**src/rtl/lane_mf_pkg.sv**
```systemverilog
package lane_mf_pkg;

    localparam int WORD_W = 64;
    localparam int CRC_W  = 32;
    localparam int TAG_W  = 6;
    localparam int SCR_W  = 58;

    localparam logic [WORD_W-1:0] SYNC_PATTERN = 64'h78F6_78F6_78F6_78F6;
    localparam logic [TAG_W-1:0]  TAG_SCRAM    = 6'b001010;
    localparam logic [TAG_W-1:0]  TAG_SKIP     = 6'b000111;
    localparam logic [TAG_W-1:0]  TAG_DIAG     = 6'b011001;
    localparam logic [CRC_W-1:0]  CRC_POLY     = 32'h1EDC_6F41;

    typedef enum logic [2:0] {
        K_DATA, K_SYNC, K_SCRAM, K_SKIP, K_DIAG, K_CTRL
    } word_kind_e;

    typedef enum logic [1:0] {
        ST_HUNT, ST_VERIFY, ST_LOCKED
    } lock_state_e;

    typedef struct packed {
        logic              ctrl;
        logic [WORD_W-1:0] data;
    } lane_word_t;

    function automatic word_kind_e classify(input lane_word_t w);
        word_kind_e k;
        if (!w.ctrl)                                     k = K_DATA;
        else if (w.data == SYNC_PATTERN)                 k = K_SYNC;
        else if (w.data[WORD_W-1 -: TAG_W] == TAG_SCRAM) k = K_SCRAM;
        else if (w.data[WORD_W-1 -: TAG_W] == TAG_SKIP)  k = K_SKIP;
        else if (w.data[WORD_W-1 -: TAG_W] == TAG_DIAG)  k = K_DIAG;
        else                                             k = K_CTRL;
        return k;
    endfunction

    // Advance the CRC register over one word, most significant bit first.
    function automatic logic [CRC_W-1:0] crc_step(input logic [CRC_W-1:0] seed,
                                                   input logic [WORD_W-1:0] d);
        logic [CRC_W-1:0] c;
        c = seed;
        for (int i = WORD_W - 1; i >= 0; i--) begin
            if (c[CRC_W-1] ^ d[i]) c = {c[CRC_W-2:0], 1'b0} ^ CRC_POLY;
            else                   c = {c[CRC_W-2:0], 1'b0};
        end
        return c;
    endfunction

endpackage

```
**src/rtl/lane_mf_lock.sv**
```systemverilog
module lane_mf_lock
    import lane_mf_pkg::*;
#(
    parameter int LEN_W  = 13,
    parameter int GOOD_N = 4,
    parameter int BAD_N  = 3
) (
    input  logic             clk,
    input  logic             rst,
    input  logic             valid,
    input  word_kind_e       kind,
    input  logic [LEN_W-1:0] cfg_len,
    output logic             aligned,
    output logic             locked,
    output logic             frame_start,
    output logic             frame_end,
    output logic             state_slot,
    output logic             sync_err
);
    localparam int GW = $clog2(GOOD_N + 1);
    localparam int BW = $clog2(BAD_N + 1);

    lock_state_e      state;
    logic [LEN_W-1:0] pos;
    logic [LEN_W-1:0] last_pos;
    logic [LEN_W-1:0] pos_next;
    logic [GW-1:0]    good_cnt;
    logic [BW-1:0]    bad_cnt;
    logic             sync_slot;
    logic             is_sync;

    always_comb begin
        last_pos    = cfg_len - LEN_W'(1);
        pos_next    = (pos == last_pos) ? '0 : pos + LEN_W'(1);
        aligned     = (state != ST_HUNT);
        locked      = (state == ST_LOCKED);
        is_sync     = (kind == K_SYNC);
        sync_slot   = aligned && (pos == '0);
        frame_start = valid && (sync_slot || (!aligned && is_sync));
        frame_end   = valid && aligned && (pos == last_pos);
        state_slot  = aligned && (pos == LEN_W'(1));
    end

    always_ff @(posedge clk) begin
        if (rst) begin
            state    <= ST_HUNT;
            pos      <= '0;
            good_cnt <= '0;
            bad_cnt  <= '0;
            sync_err <= 1'b0;
        end else begin
            sync_err <= 1'b0;
            if (valid) begin
                case (state)
                    ST_HUNT: begin
                        if (is_sync) begin
                            state    <= ST_VERIFY;
                            pos      <= LEN_W'(1);
                            good_cnt <= GW'(1);
                        end
                    end
                    ST_VERIFY: begin
                        pos <= pos_next;
                        if (sync_slot) begin
                            if (is_sync) begin
                                good_cnt <= good_cnt + GW'(1);
                                if (good_cnt == GW'(GOOD_N - 1)) begin
                                    state   <= ST_LOCKED;
                                    bad_cnt <= '0;
                                end
                            end else begin
                                state    <= ST_HUNT;
                                pos      <= '0;
                                sync_err <= 1'b1;
                            end
                        end
                    end
                    default: begin
                        pos <= pos_next;
                        if (sync_slot) begin
                            if (is_sync) begin
                                bad_cnt <= '0;
                            end else begin
                                sync_err <= 1'b1;
                                if (bad_cnt == BW'(BAD_N - 1)) begin
                                    state   <= ST_HUNT;
                                    pos     <= '0;
                                    bad_cnt <= '0;
                                end else begin
                                    bad_cnt <= bad_cnt + BW'(1);
                                end
                            end
                        end
                    end
                endcase
            end
        end
    end

endmodule

```
**src/rtl/lane_mf_crc.sv**
```systemverilog
module lane_mf_crc
    import lane_mf_pkg::*;
(
    input  logic              clk,
    input  logic              rst,
    input  logic              valid,
    input  logic              start,
    input  logic              finish,
    input  logic              clear,
    input  word_kind_e        kind,
    input  logic [WORD_W-1:0] data,
    output logic              crc_err,
    output logic              crc_bad,
    output logic              lane_st,
    output logic              link_st
);
    logic [CRC_W-1:0]  acc;
    logic [CRC_W-1:0]  base;
    logic [CRC_W-1:0]  nxt;
    logic [WORD_W-1:0] masked;
    logic              pass;

    always_comb begin
        masked = finish ? {data[WORD_W-1:CRC_W], {CRC_W{1'b0}}} : data;
        base   = start ? {CRC_W{1'b1}} : acc;
        nxt    = crc_step(base, masked);
        pass   = (kind == K_DIAG) && (~nxt == data[CRC_W-1:0]);
    end

    always_ff @(posedge clk) begin
        if (rst) begin
            acc     <= {CRC_W{1'b1}};
            crc_err <= 1'b0;
            crc_bad <= 1'b0;
            lane_st <= 1'b0;
            link_st <= 1'b0;
        end else begin
            crc_err <= 1'b0;
            if (clear) crc_bad <= 1'b0;
            if (valid) begin
                acc <= nxt;
                if (finish) begin
                    crc_err <= !pass;
                    crc_bad <= !pass;
                    if (kind == K_DIAG) begin
                        lane_st <= data[CRC_W+1];
                        link_st <= data[CRC_W];
                    end
                end
            end
        end
    end

endmodule

```
**src/rtl/lane_mf_rx.sv**
```systemverilog
module lane_mf_rx
    import lane_mf_pkg::*;
#(
    parameter int LEN_W  = 13,
    parameter int GOOD_N = 4,
    parameter int BAD_N  = 3
) (
    input  logic             clk,
    input  logic             rst,
    input  logic             in_valid,
    input  logic             in_ctrl,
    input  logic [63:0]      in_word,
    input  logic [LEN_W-1:0] cfg_mf_len,
    output logic             out_valid,
    output logic             out_ctrl,
    output logic [63:0]      out_word,
    output logic             frame_lock,
    output logic             sync_err,
    output logic             scram_mismatch,
    output logic             crc_err,
    output logic             lane_status,
    output logic             link_status,
    output logic             rx_ready
);
    lane_word_t       cur;
    word_kind_e       kind;
    logic             aligned;
    logic             frame_start;
    logic             frame_end;
    logic             state_slot;
    logic             crc_bad;
    logic [SCR_W-1:0] prev_state;
    logic             have_prev;

    always_comb begin
        cur  = '{ctrl: in_ctrl, data: in_word};
        kind = classify(cur);
    end

    lane_mf_lock #(.LEN_W(LEN_W), .GOOD_N(GOOD_N), .BAD_N(BAD_N)) u_lock (
        .clk        (clk),
        .rst        (rst),
        .valid      (in_valid),
        .kind       (kind),
        .cfg_len    (cfg_mf_len),
        .aligned    (aligned),
        .locked     (frame_lock),
        .frame_start(frame_start),
        .frame_end  (frame_end),
        .state_slot (state_slot),
        .sync_err   (sync_err)
    );

    lane_mf_crc u_crc (
        .clk    (clk),
        .rst    (rst),
        .valid  (in_valid),
        .start  (frame_start),
        .finish (frame_end),
        .clear  (!aligned),
        .kind   (kind),
        .data   (cur.data),
        .crc_err(crc_err),
        .crc_bad(crc_bad),
        .lane_st(lane_status),
        .link_st(link_status)
    );

    // Scrambler state is predicted to hold from one metaframe to the next.
    always_ff @(posedge clk) begin
        if (rst) begin
            prev_state     <= '0;
            have_prev      <= 1'b0;
            scram_mismatch <= 1'b0;
        end else begin
            scram_mismatch <= 1'b0;
            if (!aligned) have_prev <= 1'b0;
            if (in_valid && state_slot && kind == K_SCRAM) begin
                scram_mismatch <= have_prev && (prev_state != cur.data[SCR_W-1:0]);
                prev_state     <= cur.data[SCR_W-1:0];
                have_prev      <= 1'b1;
            end
        end
    end

    // Forwarding path: framing words vanish, the rest pass one cycle later.
    always_ff @(posedge clk) begin
        if (rst) begin
            out_valid <= 1'b0;
            out_ctrl  <= 1'b0;
            out_word  <= '0;
        end else begin
            out_valid <= in_valid && (kind == K_DATA || kind == K_CTRL);
            if (in_valid) begin
                out_ctrl <= cur.ctrl;
                out_word <= cur.data;
            end
        end
    end

    assign rx_ready = frame_lock && !crc_bad;

endmodule

```
**config.mk**
```make
export PLATFORM = sky130hd
export DESIGN_NAME = lane_mf_rx
export DESIGN_NICKNAME = d
export VERILOG_FILES = /design/src/rtl/lane_mf_pkg.sv /design/src/rtl/lane_mf_lock.sv /design/src/rtl/lane_mf_crc.sv /design/src/rtl/lane_mf_rx.sv
export SDC_FILE = /design/constraint.sdc
export NUM_CORES = 1
export LEC_CHECK = 0
export BUFFER_PORTS_ARGS = -buffer_cell sky130_fd_sc_hd__buf_4
export CORE_UTILIZATION = 60
export DETAILED_ROUTE_END_ITERATION = 10
export GPL_TIMING_DRIVEN = 0
export PLACE_DENSITY = 0.83
export SLEW_MARGIN = 20
export SYNTH_ARGS = -nofsm -noshare
export SYNTH_HDL_FRONTEND = slang
export SYNTH_SLANG_ARGS = --single-unit
```
**constraint.sdc**
```tcl
create_clock -name clk -period 31 [get_ports clk]
set_input_delay 3.1 -clock clk [delete_from_list [all_inputs] [get_ports clk]]
set_output_delay 3.1 -clock clk [all_outputs]
set_load 0.005 [all_outputs]
```
==> metrics.csv <==
metric,value,unit
post-route-drc-count,0,
relSlewSlack,32.2,%
final_antenna_net_count,0,
max_stage_delay,0.63,ns
post_cts_buffers,0,
drt_iter0_drc,1745,
setup_viol,0,
grt_pass1_wl,94.5,mm
wl_per_cell,23.6,µm
syn_area,20800,µm²
hold_viol,0,
tns,0,ns
synth_flop_cell,dfxtp_1,
cts_resized,0,
antenna_found_initial,0,
status,completed,
final_nets,2277,
cts.sinks,183,
wirelength,62.7,mm
die_area,35500,µm²
seq_area_frac_synth,17.6,%
crit_top_cell,xnor2_1,
grt_overflow,0,
pin_count,154,
tightest_slew,1.00,ns
h-tree-depth,4,
synth_top_area_share,20.2,%
grt_usage,35.4,%
vias,15900,
cts_tree,yes,
grt_max_degree,17,
final_min_period_over_clock_period,45.6,%
portBuffers,130,
yosysTopAreaCell,xnor3_1,
path_class,in2reg,
grt_pass1_vias,15600,
num_rows,67,
cp.required,31.30,ns
synthArstFlopShare,0,%
dp_hpwl,49.9,mm
slew_viol_final,0,
grt_setup_unrepaired,no,
synth_fp_nets,2128,
critPathLaunchType,primary input,
die_x,188,µm
ys_ff_latch,183,
worstPathArrival,14.43,ns
endpoint_kind,flip-flop,
synth_warnings,0,
core_area,33900,µm²
fmax,70.8,MHz
crit_slowest_cell,xnor2_1,
start_util,61.6,%
cts_buffer_depth,2,
crit_path_max_fanout,10,
clock_latency,0.43,ns
die_h,188,µm
clock_skew,0.00949,ns
cap_violations,0,
min_period,14.13,ns
dr.pass1.iters,9,
layout-drive-gt1-share,13.3,%
r2r_start,u_lock.state[0]$_SDFFE_PP0P_,
netlist_instances,2041,
synth_area_leaders,"xnor3_1 (20%), xnor2_1 (18%), dfxtp_1 (18%), xor2_1 (7.9%), nand2_1 (4.4%)",
areaGrowthSynthToFinish,10.2,%
synth_cell_types,76,
min_from,prev_state[35]$_SDFFE_PP0P_,
synth_area_per_cell,10.2,µm²
place_congestion,1.02,
hold_path.class,reg2reg,
via_per_inst,6.00,
cts_buffers,17,
synth_edf_count,0,
cts-root-buf,clkbuf_16,
path_clk_slew,0.07,ns
crit_path_start,in_word[17],
cts_hold_buffers,0,
-- registers in the layout, summed over array words and instances, names as in the netlist --
| register | cells |
|---|---|
| u_lock.pos | 13 |
| have_prev | 1 |
| prev_state | 58 |
| u_lock.bad_cnt | 2 |
| out_word | 64 |
| u_crc.acc | 32 |
| scram_mismatch | 1 |
| u_crc.crc_err | 1 |
| out_valid | 1 |
| out_ctrl | 1 |
| u_crc.crc_bad | 1 |
| u_lock.state | 2 |
| u_lock.sync_err | 1 |
| u_lock.good_cnt | 3 |
| u_crc.link_st | 1 |
| u_crc.lane_st | 1 |
-- stage by stage --
stage	area, µm²	std cells	hold WS [ns]	utilization, %	worst slack, ns
6_report	23000	2652	0.470	67.9	16.87
3_5_place_dp	22400	2619	0.455	66.1	16.88
3_3_place_gp	22400	2619	0.442	66.1	16.96
5_1_grt	23000	2649	0.484	67.9	16.63
4_1_cts	23000	2649	0.465	67.9	17.26
2_1_floorplan	20900	2041	0.432	-	19.14
-- cell usage in the layout, fill, tap and decap left out, drive strengths merged, types with 7 or more instances in the layout --
master	n
xnor2	483
nand2	243
xor2	202
xnor3	202
dfxtp	183
buf	178
nor2	132
a21oi	79
clkbuf	79
mux2i	74
o21ai	44
xor3	40
inv	32
nand4	19
nor3	19
nor4	19
nand2b	14
nand3	13
nor2b	11
and2	10
or3	9
a211oi	9
and4b	7
-- per-layer routing --
layer	vias to the layer above	track usage, %	part of all wire [%]
met5	-	0	0
met2	944	57.2	46
met1	7727	48.0	40
li1	7095	-	-
met3	148	5.92	11
met4	0	12.6	3.8
-- cell usage after synthesis (13+ instances only) --
master,number
a21oi_1,79
buf_2,20
buf_4,17
clkbuf_1,61
dfxtp_1,183
inv_1,27
mux2i_1,74
nand2_1,243
nand2b_1,14
nand3_1,13
nand4_1,19
nor2_1,130
nor3_1,19
nor4_1,18
o21ai_0,44
xnor2_1,436
xnor2_2,30
xnor2_4,17
xnor3_1,187
xnor3_2,14
xor2_1,188
xor3_1,34
-- area by class of cell --
type	count	area [µm²]
Inverter	28	105
Fill cell	2642	10900
Sequential cell	183	3660
Tap cell	448	561
Clock buffer	17	425
Timing Repair Buffer	130	976
Antenna cell	3	7.51
Clock inverter	13	168
Buffer	110	503
Multi-Input combinational cell	1720	16600
-- worst max-delay path: cells and delay by family --
family	cells	cell delay (ns)
AO/OA/AOI/OAI	7	1.95
XOR/XNOR	14	6.59
buffers and inverters	4	1.58
AND/OR/NAND/NOR	4	1.20
-- final timing paths --
| path | cells past startpoint | slack (ns) | to |
|---|---|---|---|
| hold reg to reg | 2 | 0.47 | prev_state[35]$_SDFFE_PP0P_ |
| setup reg to reg | 30 | 19.50 | u_crc.crc_bad$_SDFF_PP0_ |
| setup / recovery | 29 | 16.87 | u_crc.crc_bad$_SDFF_PP0_ |
| hold / removal | 2 | 0.47 | prev_state[35]$_SDFFE_PP0P_ |
-- cell families (layout without fill, tap and decap cells) --
kind of cell | Yosys count | in the layout | share of synthesized area [%]
DFF | 183 | 183 | 17.6
and+or+nand+nor | 532 | 532 | 11.8
xor gates and xnor gates | 927 | 927 | 58.5
other | 0 | 3 | 0
buffers and inverters | 138 | 298 | 2.92
AOI/OAI and AO/OA | 178 | 178 | 5.14
adders and majority gates | 6 | 6 | 0.360
muxes | 77 | 77 | 3.71
Power is left out: the tool's default activity adds up to more than one toggle a clock period on the data nets, which glitch-free logic cannot reach.
